`src/rtl/cardseq_pkg.sv`:
```
package cardseq_pkg;
    typedef enum logic [1:0] {
        ST_IDLE  = 2'd0,
        ST_UP    = 2'd1,
        ST_ON    = 2'd2,
        ST_DOWN  = 2'd3
    } seq_state_e;
endpackage

```
`src/rtl/cardseq_sync.sv`:
```
module cardseq_sync #(
    parameter int W      = 1,
    parameter int STAGES = 2
) (
    input  logic         clk,
    input  logic         rst_n,
    input  logic [W-1:0] d,
    output logic [W-1:0] q
);
    generate
        for (genvar i = 0; i < STAGES; i++) begin : g_stg
            logic [W-1:0] flop_q;
            if (i == 0) begin : g_first
                always_ff @(posedge clk or negedge rst_n) begin
                    if (!rst_n) flop_q <= '0;
                    else        flop_q <= d;
                end
            end else begin : g_next
                always_ff @(posedge clk or negedge rst_n) begin
                    if (!rst_n) flop_q <= '0;
                    else        flop_q <= g_stg[i-1].flop_q;
                end
            end
        end
    endgenerate

    assign q = g_stg[STAGES-1].flop_q;
endmodule

```
`src/rtl/cardseq_tick.sv`:
```
module cardseq_tick #(
    parameter int TICK_DIV = 64
) (
    input  logic clk,
    input  logic rst_n,
    input  logic restart,
    output logic tick
);
    localparam int CW = (TICK_DIV > 2) ? $clog2(TICK_DIV) : 1;
    localparam logic [CW-1:0] LAST = CW'(TICK_DIV - 1);

    logic [CW-1:0] cnt_d, cnt_q;

    assign tick = (cnt_q == LAST);

    always_comb begin
        if (restart || tick) cnt_d = '0;
        else                 cnt_d = cnt_q + 1'b1;
    end

    always_ff @(posedge clk or negedge rst_n) begin
        if (!rst_n) cnt_q <= '0;
        else        cnt_q <= cnt_d;
    end
endmodule

```
`src/rtl/cardseq_fsm.sv`:
```
module cardseq_fsm
    import cardseq_pkg::*;
#(
    parameter int VCC_STEP    = 2,
    parameter int IO_STEP     = 4,
    parameter int RST_STEP    = 7,
    parameter int CLKOFF_STEP = 1,
    parameter int IOOFF_STEP  = 1,
    parameter int VCCOFF_STEP = 2,
    parameter int OFF_STEP    = 5
) (
    input  logic clk,
    input  logic rst_n,
    input  logic tick,
    input  logic start_n,
    input  logic present_s,
    input  logic alarm_s,
    input  logic ovc_s,
    input  logic rst_in,
    input  logic clk_src,
    output logic restart,
    output logic conv_en,
    output logic vcc_en,
    output logic clamp_en,
    output logic io_en,
    output logic card_clk,
    output logic card_rst,
    output logic fault_n
);
    localparam int MAXS = (OFF_STEP > RST_STEP) ? OFF_STEP : RST_STEP;
    localparam int SW   = $clog2(MAXS + 1);
    localparam logic [SW-1:0] K_VCC    = SW'(VCC_STEP);
    localparam logic [SW-1:0] K_IO     = SW'(IO_STEP);
    localparam logic [SW-1:0] K_ONM1   = SW'(RST_STEP - 1);
    localparam logic [SW-1:0] K_CLKOFF = SW'(CLKOFF_STEP);
    localparam logic [SW-1:0] K_IOOFF  = SW'(IOOFF_STEP);
    localparam logic [SW-1:0] K_VCCOFF = SW'(VCCOFF_STEP);
    localparam logic [SW-1:0] K_OFFM1  = SW'(OFF_STEP - 1);

    typedef struct packed {
        seq_state_e    state;
        logic [SW-1:0] step;
        logic          start_prev;
        logic          fault_n;
        logic          removed;
        logic          vcc_on;
        logic          io_on;
        logic          clk_on;
    } seq_t;

    localparam seq_t SEQ_RST = '{state: ST_IDLE, step: '0, start_prev: 1'b1,
                                 fault_n: 1'b1, removed: 1'b0, vcc_on: 1'b0,
                                 io_on: 1'b0, clk_on: 1'b0};

    seq_t cur_q, nxt_d;
    logic fault_now, go_down;

    assign fault_now = !present_s || alarm_s || ovc_s;
    assign go_down   = fault_now || start_n;

    always_comb begin
        nxt_d            = cur_q;
        nxt_d.start_prev = start_n;
        unique case (cur_q.state)
            ST_IDLE: begin
                nxt_d.step = '0;
                if (cur_q.removed && present_s) begin
                    nxt_d.removed = 1'b0;
                    nxt_d.fault_n = 1'b1;
                end
                if (cur_q.start_prev && !start_n && !fault_now) begin
                    nxt_d.state = ST_UP;
                end
            end
            ST_UP: begin
                if (go_down) begin
                    nxt_d.state  = ST_DOWN;
                    nxt_d.step   = '0;
                    nxt_d.vcc_on = (cur_q.step >= K_VCC);
                    nxt_d.io_on  = (cur_q.step >= K_IO);
                    nxt_d.clk_on = 1'b0;
                    if (fault_now) begin
                        nxt_d.fault_n = 1'b0;
                        nxt_d.removed = !present_s;
                    end
                end else if (tick) begin
                    if (cur_q.step == K_ONM1) begin
                        nxt_d.state = ST_ON;
                        nxt_d.step  = '0;
                    end else begin
                        nxt_d.step = cur_q.step + 1'b1;
                    end
                end
            end
            ST_ON: begin
                if (go_down) begin
                    nxt_d.state  = ST_DOWN;
                    nxt_d.step   = '0;
                    nxt_d.vcc_on = 1'b1;
                    nxt_d.io_on  = 1'b1;
                    nxt_d.clk_on = 1'b1;
                    if (fault_now) begin
                        nxt_d.fault_n = 1'b0;
                        nxt_d.removed = !present_s;
                    end
                end
            end
            ST_DOWN: begin
                if (tick) begin
                    if (cur_q.step == K_OFFM1) begin
                        nxt_d.state   = ST_IDLE;
                        nxt_d.step    = '0;
                        nxt_d.vcc_on  = 1'b0;
                        nxt_d.io_on   = 1'b0;
                        nxt_d.clk_on  = 1'b0;
                        nxt_d.fault_n = !cur_q.removed;
                    end else begin
                        nxt_d.step = cur_q.step + 1'b1;
                    end
                end
            end
            default: nxt_d = SEQ_RST;
        endcase
    end

    always_ff @(posedge clk or negedge rst_n) begin
        if (!rst_n) cur_q <= SEQ_RST;
        else        cur_q <= nxt_d;
    end

    // Contact decode from registered state
    logic in_up, in_on, in_down, window, clk_free;

    assign in_up    = (cur_q.state == ST_UP);
    assign in_on    = (cur_q.state == ST_ON);
    assign in_down  = (cur_q.state == ST_DOWN);
    assign window   = in_up && (cur_q.step >= K_IO);
    assign clk_free = in_on || (in_down && cur_q.clk_on && (cur_q.step < K_CLKOFF));

    assign restart  = (nxt_d.state != cur_q.state);
    assign conv_en  = (cur_q.state != ST_IDLE);
    assign vcc_en   = (in_up && (cur_q.step >= K_VCC)) || in_on
                    || (in_down && cur_q.vcc_on && (cur_q.step < K_VCCOFF));
    assign clamp_en = (cur_q.state == ST_IDLE) || (in_up && (cur_q.step < K_VCC))
                    || (in_down && !cur_q.vcc_on);
    assign io_en    = window || in_on
                    || (in_down && cur_q.io_on && (cur_q.step < K_IOOFF));
    assign card_clk = window ? (clk_src & rst_in) : (clk_free & clk_src);
    assign card_rst = in_on & ~rst_in;
    assign fault_n  = cur_q.fault_n;
endmodule

```
`src/rtl/card_power_sequencer.sv`:
```
module card_power_sequencer #(
    parameter int TICK_DIV    = 64,
    parameter int SYNC_STAGES = 2,
    parameter int VCC_STEP    = 2,
    parameter int IO_STEP     = 4,
    parameter int RST_STEP    = 7,
    parameter int CLKOFF_STEP = 1,
    parameter int IOOFF_STEP  = 1,
    parameter int VCCOFF_STEP = 2,
    parameter int OFF_STEP    = 5
) (
    input  logic clk,
    input  logic rst_n,
    input  logic start_n,
    input  logic card_present,
    input  logic supply_alarm,
    input  logic overcurrent,
    input  logic rst_in,
    input  logic clk_src,
    output logic conv_en,
    output logic vcc_en,
    output logic clamp_en,
    output logic io_en,
    output logic card_clk,
    output logic card_rst,
    output logic fault_n
);
    localparam int NSYNC = 3;

    logic [NSYNC-1:0] raw_in, sync_out;
    logic present_s, alarm_s, ovc_s;
    logic tick, restart;

    assign raw_in = {overcurrent, supply_alarm, card_present};
    assign present_s = sync_out[0];
    assign alarm_s   = sync_out[1];
    assign ovc_s     = sync_out[2];

    cardseq_sync #(.W(NSYNC), .STAGES(SYNC_STAGES)) u_sync (
        .clk   (clk),
        .rst_n (rst_n),
        .d     (raw_in),
        .q     (sync_out)
    );

    cardseq_tick #(.TICK_DIV(TICK_DIV)) u_tick (
        .clk     (clk),
        .rst_n   (rst_n),
        .restart (restart),
        .tick    (tick)
    );

    cardseq_fsm #(
        .VCC_STEP    (VCC_STEP),
        .IO_STEP     (IO_STEP),
        .RST_STEP    (RST_STEP),
        .CLKOFF_STEP (CLKOFF_STEP),
        .IOOFF_STEP  (IOOFF_STEP),
        .VCCOFF_STEP (VCCOFF_STEP),
        .OFF_STEP    (OFF_STEP)
    ) u_fsm (
        .clk       (clk),
        .rst_n     (rst_n),
        .tick      (tick),
        .start_n   (start_n),
        .present_s (present_s),
        .alarm_s   (alarm_s),
        .ovc_s     (ovc_s),
        .rst_in    (rst_in),
        .clk_src   (clk_src),
        .restart   (restart),
        .conv_en   (conv_en),
        .vcc_en    (vcc_en),
        .clamp_en  (clamp_en),
        .io_en     (io_en),
        .card_clk  (card_clk),
        .card_rst  (card_rst),
        .fault_n   (fault_n)
    );
endmodule

```
`config.mk`:
```
export PLATFORM = sky130hd
export DESIGN_NAME = card_power_sequencer
export DESIGN_NICKNAME = d
export VERILOG_FILES = /design/src/rtl/cardseq_pkg.sv /design/src/rtl/cardseq_sync.sv /design/src/rtl/cardseq_tick.sv /design/src/rtl/cardseq_fsm.sv /design/src/rtl/card_power_sequencer.sv
export SDC_FILE = /design/constraint.sdc
export NUM_CORES = 1
export LEC_CHECK = 0
export ABC_CLOCK_PERIOD_IN_PS = 4700
export BUFFER_PORTS_ARGS = -buffer_cell sky130_fd_sc_hd__buf_2
export CORE_UTILIZATION = 45
export DETAILED_ROUTE_END_ITERATION = 7
export PLACE_DENSITY_LB_ADDON = 0.3
export SLEW_MARGIN = 15
export SYNTH_ARGS = -nofsm -noshare
export SYNTH_HDL_FRONTEND = slang
export SYNTH_HIERARCHICAL = 1
export SYNTH_SLANG_ARGS = --single-unit
export TNS_END_PERCENT = 10
```
`constraint.sdc`:
```
create_clock -name clk -period 4.7 [get_ports clk]
set_input_delay 0.47 -clock clk [delete_from_list [all_inputs] [get_ports clk]]
set_output_delay 0.47 -clock clk [all_outputs]
set_load 0.005 [all_outputs]
```
* Word-level counts from Yosys, hierarchy flattened *
Index checks and enable logic that the tools add are counted.
W data, S select, Z words.

word-level totals
  ROM bits = 0
  flip-flop bits (word level) = 23
  output and inout bits = 7
  latch bits = 0
  memories kept = 0
  bits in writable memories = 0

cells by class
  divide/modulo/power cells = 0
  order comparisons = 4
  muxes and demuxes = 23
  shift-type cells = 0
  add/sub/neg operators = 2
  equality and inequality tests = 13
  bitwise logic cells = 4
  multipliers = 0
  reduce and logical (&&, ||, !) cells = 37

operator list
  cell                   number
  $mux W5                6
  $pmux W5 S4            1
  $logic_and A1 B1 Y1    13
  $mux W3                4
  $logic_or A1 B1 Y1     11
  $mux W2                5
  $reduce_and A5 Y1      2
  $pmux W3 S3            1
  $add A6 B1 Y6 const B  1
  $eq A3 B3 Y1 const B   2
  $eq A6 B6 Y1 const B   1
  $mux W6                1
  $ne A2 B1 Y1 const B   3
  $reduce_bool A3 Y1     2
  $logic_not A1 Y1       5
  $eq A2 B2 Y1 const B   2
  $ne A2 B2 Y1 const B   2
  $pmux W1 S4            1
  $reduce_and A4 Y1      1
  $add A3 B1 Y3 const B  1
  $and A1 B1 Y1          3
  $ge A3 B2 Y1 const B   1
  $ge A3 B3 Y1 const B   1
  $lt A3 B1 Y1 const B   1
  other kinds (10)       12

* Logic depth before layout (Yosys ltp) *
Gate-level depths: netlist of run 1.

  depth in word-level cells = 10
  mapped depth = 11

* Modules after synthesis *
Netlist of run 1, hierarchy kept.

modules (own cells, without submodules)
  module        seq. area each (sq um)  area an instance (sq um)  times used  cells each
  cardseq_fsm   277.8                   893.4                     1           101
  cardseq_tick  150.1                   271.5                     1           27
  cardseq_sync  150.1                   150.1                     1           6

* Worst setup path after synthesis of run 1 *
No wires, ideal clock.

  path kind = flip-flop to flip-flop
  start = reg u_fsm/cur_q[10] (netlist bit)
  end = reg u_tick.cnt_q[3]
  data arrival time = 2.043 ns
  path buffers = 2
  period minus slack after synthesis = 2.169 ns
  setup slack = 2.531 ns
  required time = 4.575 ns
  setup time = 0.125 ns
  cell stages (with the launch flop) = 12
  cells stage by stage = dfrtp_1 clkbuf_1 inv_1 ha_1 buf_2 or2_1 or3b_1 o22ai_1 a41oi_1 o311ai_1 o21bai_1 nor2_1

on the way
  word-level cells in the longest chain between the ends = 7
  elaborated cells between the ends (all ways) = 15
  those cells by class = eq/ne (4); mux (9); reduce/logical (2)

ends and longest elaborated chain
  item                       line                        text
  start: declaration         cardseq_fsm.sv:55           seq_t cur_q, nxt_d;
  start signal: assignment   cardseq_fsm.sv:128          else cur_q <= nxt_d;
  $mux W2                    cardseq_fsm.sv:87           if (cur_q.step == K_ONM1) begin
  $mux W5                    cardseq_fsm.sv:86           end else if (tick) begin
  $mux W5                    cardseq_fsm.sv:76           if (go_down) begin
  $pmux W5 S4                cardseq_fsm.sv:64           unique case (cur_q.state)
  $ne A2 B2 Y1 (*)           cardseq_fsm.sv:140          assign restart = (nxt_d.state != cur_q.state);
  named net restart          card_power_sequencer.sv:32  logic tick, restart;
  $logic_or A1 B1 Y1 (*)     cardseq_tick.sv:17          if (restart || tick) cnt_d = '0;
  $mux W6 (*)                cardseq_tick.sv:17
  named net u_tick.cnt_d[3]  cardseq_tick.sv:12          logic [CW-1:0] cnt_d, cnt_q;
  end signal: assignment     cardseq_tick.sv:23          else cnt_q <= cnt_d;
  end: declaration           cardseq_tick.sv:12

The timed path passes the listed nets; every way through them passes the cells marked *. The select of a mux whose other input is x is not followed.
A chain may end at the register's enable or synchronous reset.

* Worst setup path in the final report of run 1 *
  start = reg u_tick.cnt_q[0]
  end = reg u_tick.cnt_q[3]

on the way
  word-level cells in the longest chain between the ends = 7
  elaborated cells between the ends (all ways) = 9
  those cells by class = add/sub (1); eq/ne (2); mux (5); reduce/logical (1)

ends and longest elaborated chain
  item                       line                        text
  $eq A6 B6 Y1 (*)           cardseq_tick.sv:14          assign tick = (cnt_q == LAST);
  named net tick             card_power_sequencer.sv:32
  $mux W5                    cardseq_fsm.sv:86
  $mux W5                    cardseq_fsm.sv:76
  $pmux W5 S4 (*)            cardseq_fsm.sv:64
  $ne A2 B2 Y1 (*)           cardseq_fsm.sv:140
  named net restart          card_power_sequencer.sv:32
  $logic_or A1 B1 Y1 (*)     cardseq_tick.sv:17
  $mux W6 (*)                cardseq_tick.sv:17
  named net u_tick.cnt_d[3]  cardseq_tick.sv:12

Marked as above.

==> results of run 1 <==
==> registers in the layout, indices dropped and copies added, names as in the netlist <==
signal,cells
u_fsm/fault_n,1
u_tick/cnt_q,6
u_sync/q,3
u_sync/g_stg.flop_q,3
u_fsm/cur_q,10
==> metal layers <==
layer,share of wire,GRT usage
met4,0.011,0.0662
met1,0.43,0.249
met2,0.49,0.289
met5,0,0
met3,0.070,0.0302
==> where the power goes <==
part | internal [mW] | switching (mW) | leakage, nW
clock network | 0.0317 | 0.0578 | 0.0177
registers | 0.201 | 0.00196 | 0.276
logic | 0.00299 | 0.00529 | 0.361
==> how the worst max path moves through the flow <==
| stage | start | endpoint | cells after the start |
|---|---|---|---|
| 2_1_floorplan | u_fsm/cur_q[10] | u_tick/cnt_q[3] | 11 |
| 3_3_place_gp | u_fsm/cur_q[10] | u_tick/cnt_q[3] | 9 |
| 3_5_place_dp | u_tick/cnt_q[0] | u_tick/cnt_q[3] | 10 |
| 4_1_cts | u_tick/cnt_q[0] | u_tick/cnt_q[0] | 10 |
| 5_1_grt | u_tick/cnt_q[0] | u_tick/cnt_q[3] | 10 |
| 6_report | u_tick/cnt_q[0] | u_tick/cnt_q[3] | 10 |
==> cells in the mapped netlist (2+ instances only) <==
cell                       number  area share
sky130_fd_sc_hd__a21oi_1        6       0.023
sky130_fd_sc_hd__a22o_1         3       0.020
sky130_fd_sc_hd__a31oi_1        3       0.014
sky130_fd_sc_hd__buf_2          2      0.0076
sky130_fd_sc_hd__clkbuf_1       3      0.0086
sky130_fd_sc_hd__dfrtp_1       21        0.40
sky130_fd_sc_hd__dfstp_2        2       0.040
sky130_fd_sc_hd__ha_1           8       0.076
sky130_fd_sc_hd__inv_1          7       0.020
sky130_fd_sc_hd__mux2_2         3       0.026
sky130_fd_sc_hd__nand2_1       14       0.040
sky130_fd_sc_hd__nand3_1        7       0.027
sky130_fd_sc_hd__nor2_1        13       0.037
sky130_fd_sc_hd__nor2b_1        4       0.019
sky130_fd_sc_hd__o211ai_1       2       0.011
sky130_fd_sc_hd__o21ai_0        2      0.0076
sky130_fd_sc_hd__o21ai_1        2      0.0076
sky130_fd_sc_hd__o21bai_1       2       0.011
sky130_fd_sc_hd__o22ai_1        2      0.0095
sky130_fd_sc_hd__xor2_1         2       0.013
==> critical path: stages (launching register included) <==
cell,delay (ns)
sky130_fd_sc_hd__dfrtp_1,0.41
sky130_fd_sc_hd__ha_1,0.25
sky130_fd_sc_hd__nand3_1,0.11
sky130_fd_sc_hd__nor2_1,0.33
sky130_fd_sc_hd__and3_1,0.32
sky130_fd_sc_hd__o21a_1,0.18
sky130_fd_sc_hd__nor2b_1,0.21
sky130_fd_sc_hd__nand2_1,0.08
sky130_fd_sc_hd__o311ai_1,0.16
sky130_fd_sc_hd__o21bai_1,0.25
sky130_fd_sc_hd__nor2_1,0.08
==> kinds of logic after synthesis <==
group           share of synthesized area
flops                               0.440
fa+ha+maj                          0.0761
xor+xnor                           0.0200
compound gates                      0.159
mux                                0.0447
simple gates                        0.216
buf+inv                            0.0447
==> final cells by class <==
| cell class | count | share of cell area |
|---|---|---|
| Clock buffer | 3 | 0.0159 |
| Timing Repair Buffer | 14 | 0.0494 |
| Clock inverter | 1 | 0.00353 |
| Inverter | 7 | 0.0185 |
| Multi-Input combinational cell | 98 | 0.478 |
| Sequential cell | 23 | 0.407 |
| Tap cell | 31 | 0.0273 |
==> per-stage QoR <==
stage	hold WS, ns	util	total power [mW]
floorplan	0.174	-	0.208
global placement	0.339	0.505	0.215
detailed placement	0.345	0.505	0.216
CTS	0.127	0.515	0.306
global route	0.141	0.515	0.315
finish	0.109	0.515	0.301
==> results.md, run 1 <==
Outcome:
- The run finished with clean final reports.

Clock network:
- After clock tree synthesis, the clock-pin slew on the worst setup and hold paths is 0.12 ns.
- CTS built an H-tree with a depth of 1.
- The number of CTS-inserted buffers is 3.
- The cell sitting at the root of the clock tree is a sky130_fd_sc_hd__clkbuf_4.
- The number of hold buffers added after CTS was 0.
- The number of clock sinks seen by CTS is 23.
- The maximum buffer depth of the clock tree is 2.
- The post-cts repair resize count is 0.
- The number of buffers inserted to repair setup after CTS is 0.
- At the later pin of the worst-skew pair, clock insertion delay measures 0.30 ns.
- TritonCTS built the clock tree.

STA:
- The final max-slew violation count was 0.
- Between clock sinks in the finished design, the worst skew comes to 0.00214 ns.
- Static timing analysis puts the maximum clock frequency at 402 MHz.
- The worst pin sits at a relative slew slack of 0.646.
- Across all setup checks in the final design, the least slack found is 2.21 ns.
- Setup violations remaining at the end of the flow were counted as 0.
- Setup repair after global routing left no endpoint under its margin.
- The number of failing hold endpoints at the final stage is 0.
- The final total negative setup slack is 0 ns.
- Of the available clock period, the critical path in the final layout requires 0.529.
- The smallest clock period supported by the final layout is computed as 2.49 ns.
- The slew of the pin with the lowest slew margin is 0.522 ns.

Final layout:
- The total area of multi-input combinational cells is 678 sq um.
- The area of all sequential standard cells is 578 sq um.
- The area growth from synthesis to layout is 7.90%.
- Counting the fill cells in the layout gives 261.
- Excluding fillers, the count of instances in the completed layout stands at 177.
- The fraction of layout cells with a size suffix above 1 is 0.212.
- In the layout the commonest cells are sky130_fd_sc_hd__dfrtp_1, sky130_fd_sc_hd__buf_2, sky130_fd_sc_hd__nand2_1, sky130_fd_sc_hd__nor2_1, sky130_fd_sc_hd__ha_1.
- The most frequent standard cell in the layout excluding fill and tap cells is sky130_fd_sc_hd__dfrtp_1.
- The final instance area is 1420 sq um.
- The antenna cell count is 0.
- For this run, the post-layout net count is 163.

Yosys:
- In the synthesized netlist, the number of instances is 134.
- The main flop type after synthesis is sky130_fd_sc_hd__dfrtp_1.
- The mapped cell area is 1320 sq um.
- In this run the mean area of a mapped cell was 9.81 sq um.
- The Yosys step of the flow raised 6 warnings.
- After synthesis the netlist holds a flip-flop and latch count of 23.
- The number of enable-type register cells in the synthesized netlist is 0.
- The distinct cell type count of the synthesized netlist is 46.
- For this run, the register share of the synthesized area comes to 0.440.
- The proportion of register bits with asynchronous set or reset after synthesis is 1.00.
- Synthesis produced a netlist with a net count of 150.

Floorplanning:
- The number of cell rows is 19.
- The starting utilization of the core area is 0.477.
- The total die area is 3140 sq um.
- The die is 56.1 um wide.
- The core region is 2760 sq um.
- The I/O pin count is 15.
- In this run the vertical extent of the chip is 56.1 um.

Worst hold path:
- In this run the worst hold path is classified as input port to async pin.

Critical path:
- For the worst setup path, the data required time is 4.90 ns.
- The worst register-to-register path ends at u_tick/cnt_q[3].
- The sort of element at the start of the critical path is a flip-flop.
- Of all nets on the critical path, the largest fanout is 4.
- The worst reg-to-reg path cell count is 10.
- The critical setup path kind is flip-flop to flip-flop.
- The worst register-to-register path begins at u_tick/cnt_q[0].
- The sort of element at the end of the critical path is a flip-flop.
- The data arrival time at the worst-slack endpoint is 2.69 ns.
- Across all register-to-register paths, the minimum setup slack is 2.21 ns.

GRT:
- For this run, the total global-route usage over all layers was measured as 0.182.
- The number of antenna violations at the first check in global routing is 0.
- The total overflow left after global routing is 0.
- The global-route wire length before repair is 4.50 mm.
- The maximum number of pins on one net before global-route repair is 24.
- The number of global-route vias before repair is 998.

Pwr:
- Power spread over the standard cell area amounts to 212 nW/um^2.
- The peak supply drop is 0.000198 V.
- Summed over all cells, the static leakage comes to 0.654 nW.

Placed design:
- At the placement stage, the worst setup path has a slack of 2.27 ns.
- The count of port buffers added during placement is 14.
- The HPWL after detailed placement is 1.94 mm.
- Including well taps, the total number of placed cells is 173.
- The placement-stage cell area is 1390 sq um.
- The congestion estimate from routability-driven global placement came to 0.896.

Flow run:
- The tool flagged a number of max-cap violations equal to 0.

Detailed routing:
- The post-detailed-route DRC marker count is 0.
- The count of nets left with antenna violations once routing finished came out at 0.
- Dividing the detail-routed via count by the number of cells gives 5.81.
- The per-cell routed wire length is 14.4 um.
- The total via count after detailed routing is 1028.
- Wires add up to 2.55 mm.
- The total iterations of the first detailed-routing run is 4.
- The number of DRC violations after detailed-routing iteration 0 is 34.
No activity file was read; power rests on OpenSTA's default activity.
==> run 2: changes to the inputs <==
--- a/config.mk
+++ b/config.mk
@@ -5,7 +5,7 @@
 export SDC_FILE = /design/constraint.sdc
 export NUM_CORES = 1
 export LEC_CHECK = 0
-export ABC_CLOCK_PERIOD_IN_PS = 4700
+export ABC_CLOCK_PERIOD_IN_PS = 2410
 export BUFFER_PORTS_ARGS = -buffer_cell sky130_fd_sc_hd__buf_2
 export CORE_UTILIZATION = 45
 export DETAILED_ROUTE_END_ITERATION = 7
==> constraint.sdc (replaced) <==
create_clock -name clk -period 2.41 [get_ports clk]
set_input_delay 0.241 -clock clk [delete_from_list [all_inputs] [get_ports clk]]
set_output_delay 0.241 -clock clk [all_outputs]
set_load 0.005 [all_outputs]
==> run 2 against run 1 <==
Clock skew grew 0.0053 ns. Final cell count is 4.0% higher. Global-route usage rose by 0.20 points. Die area is the same. Combinational power rose by 150%. Worst hold slack worse by 0.084 ns. Power increased by 99%. Non-clock buffer count grew 7. Routed wire length rose by 1.6%. Via count grew 2.5%. Setup slack worse by 2.0 ns. Clock power grew 100%. Critical path type unchanged.
==> results.md, run 2 (same netlist as run 1, synthesis figures left out) <==
Clock network:
- The TritonCTS clock tree is yes.
- The number of CTS-inserted buffers is 3.
- The maximum buffer depth of the clock tree is 2.
- CTS built an H-tree with a depth of 1.
- The clock reaches the later pin of the worst-skew pair after 0.32 ns.
- The number of clock sinks seen by CTS is 23.
- The clock edge transition at the registers on the reported setup and hold paths is 0.13 ns.
- The cell sitting at the root of the clock tree is a sky130_fd_sc_hd__clkbuf_4.
- The number of buffers inserted to repair setup after CTS is 0.

Pwr:
- For this design the ratio of total power to cell area is 401 nW/um^2.
- The static leakage is 0.688 nW.
- The peak supply drop is 0.000320 V.

Flow run:
- The number of violations of the max-capacitance limit is 0.

Worst hold path:
- The cell count of the worst hold path is 1.
- The worst hold path belongs to the class input port to flip-flop.
- The worst hold path begins at card_present.
- For hold timing, the worst endpoint is u_sync/g_stg[0].flop_q[0].

Detailed routing:
- After detailed routing, the total wire length is 2.59 mm.
- Once detail routing completed, the nets flagged for antenna violations numbered 0.
- The vias per cell is 5.73.
- The detailed router finished its first iteration with 34 violations.
- Before antenna repair, the detailed router went through 4 iterations.
- After detailed routing, the average wire length per cell comes to 14.1 um.
- The total via count after detailed routing is 1054.
- After detailed routing, the number of remaining DRC violations is 0.

Outcome:
- The run finished with clean final reports.

GRT:
- The first global-routing pass estimated 4.47 mm of wire.
- The number of global-route vias before repair is 1064.
- The leftover overflow at the end of global routing is 0.
- The number of antenna violations at the first check in global routing was 0.
- Across every metal layer, demand over resource in global routing totals 0.184.
- Entering global routing, the biggest net connects 24 pins.

Final layout:
- The register name with the most flops is u_fsm/cur_q.
- 0 antenna diodes ended up in the layout.
- In the final layout, the multi-input gates occupy 686 sq um.
- In the final layout, the registers with the most flip-flops are u_fsm/cur_q: 10 flops, u_tick/cnt_q: 6 flops.
- The growth of design area from synthesis to finish is 13.4%.
- The number of flip-flops in the largest register is 10.
- Counting the fill cells in the layout gives 253.
- The area of all sequential standard cells is 581 sq um.
- The fraction of layout cells with a size suffix above 1 is 0.261.
- Leaving out fill and tap cells, the most frequent cell in the layout is sky130_fd_sc_hd__dfrtp_1.
- In the layout the commonest cells are sky130_fd_sc_hd__dfrtp_1, sky130_fd_sc_hd__buf_2, sky130_fd_sc_hd__nand2_1, sky130_fd_sc_hd__nor2_1, sky130_fd_sc_hd__ha_1.
- At the end of the flow, the number of nets in the layout was 170.

Placed design:
- The count of port buffers added during placement is 14.
- The post-placement setup slack is 0.112 ns.
- The half-perimeter wire length after placement is 1.94 mm.
- The congestion estimate from routability-driven global placement came to 0.922.

Floorplanning:
- The width of the chip is 56.1 um.
- The die covers 3140 sq um.
- 15 I/O pins were placed.
- The starting utilization of the core area is 0.477.
- After floorplanning, the core was sized to cover 2760 sq um.
- The number of cell rows is 19.
- The height of the die is 56.1 um.

Critical path:
- Data on the critical path is required at its endpoint by 2.63 ns.
- The maximum fanout along the worst path is 4.
- The worst setup slack for register-to-register paths is 0.20 ns.
- The critical path is of the flip-flop to flip-flop type.
- Walking the worst path, the cells encountered are ha_1 -> nand3_1 -> nor2_2 -> and3_2 -> o21a_1 -> nor2b_1 -> nand2_1 -> o311ai_1 -> o21bai_2 -> nor2_1.
- For this run, the slowest stage of the critical path takes 0.42 ns.
- The sort of element at the start of the critical path is a flip-flop.
- The startpoint identified for the worst register-to-register timing path is u_tick/cnt_q[0].
- The slowest stage of the critical path belongs to the cell sky130_fd_sc_hd__dfrtp_1.
- The worst reg-to-reg path cell count is 10.
- STA classifies the critical path endpoint as a flip-flop.
- The endpoint identified for the worst register-to-register timing path is u_tick/cnt_q[3].
- STA puts the critical path data arrival time at 2.43 ns.

STA:
- The largest clock skew in the final design is 0.00739 ns.
- Setup violations remaining at the end of the flow were counted as 0.
- The worst-case setup margin in the final layout is 0.197 ns.
- The final max-slew violation count came to 0.
- The final clock period utilization by the worst path is 0.918.
- The worst path needs 2.21 ns of the cycle, external delays included.
- Measured against its own limit, the worst slew margin works out to 0.671.
- For this run, the top clock speed supported by timing is 452 MHz.
- The number of failing hold endpoints at the final stage is 0.
- The slew of the pin with the lowest slew margin is 0.486 ns.
- Summed over all failing endpoints, the final setup total negative slack is 0 ns.
## run 2: worst max-delay path: cells and delay by family, from the launching register on
family / cells / cell delay, ns
simple gates: 6 / 0.92
compound gates: 3 / 0.52
fa+ha+maj: 1 / 0.25
flops: 1 / 0.42
## run 2: per-layer routing
metal	track usage	wire (um)	up-vias
li1	-	-	507
met1	0.218	1130	508
met2	0.320	1300	32
met3	0.0279	102	7
met4	0.0941	56	0
met5	0	0	-
## run 2: worst max-delay path by stage
| stage | startpoint | to | slack, ns | cells after the start |
|---|---|---|---|---|
| 2_1_floorplan | u_fsm/cur_q[10] | u_tick/cnt_q[3] | 0.24 | 11 |
| 3_3_place_gp | u_tick/cnt_q[0] | u_tick/cnt_q[3] | 0.24 | 10 |
| 3_5_place_dp | u_tick/cnt_q[0] | u_tick/cnt_q[3] | 0.11 | 10 |
| 4_1_cts | u_tick/cnt_q[0] | u_tick/cnt_q[3] | 0.08 | 10 |
| 5_1_grt | u_tick/cnt_q[0] | u_tick/cnt_q[3] | -0.007 | 10 |
| 6_report | u_tick/cnt_q[0] | u_tick/cnt_q[3] | 0.20 | 10 |
## run 2: repair_timing
action | CTS | global route
endpoints found under the setup margin | 0 | 3
hold buffers | 1 | 2
gates resized for setup | 0 | 5
hold endpoints to repair | 21 | 2
## run 2: area by class of cell
cell class / count / share of cell area
Timing Repair Buffer: 21 / 0.0872
Multi-Input combinational cell: 98 / 0.460
Tap cell: 31 / 0.0260
Inverter: 7 / 0.0176
Sequential cell: 23 / 0.389
Clock inverter: 1 / 0.00503
Clock buffer: 3 / 0.0151
## run 2: stage by stage
stage               power, mW  hold slack [ns]  area (sq um)   util  instances
global placement        0.421            0.229          1420  0.515        177
floorplan               0.406          -0.0546          1320      -        134
global route            0.627         0.000273          1490  0.541        184
detailed placement      0.421            0.239          1420  0.515        177
CTS                     0.606          0.00384          1460  0.530        182
finish                  0.598           0.0257          1490  0.541        184
## run 2: power breakdown
part           internal, mW  switching, mW  total, mW
sequential            0.393        0.00405      0.397
clock                0.0634          0.117      0.181
combinational       0.00949         0.0110     0.0205
total                 0.465          0.132      0.598
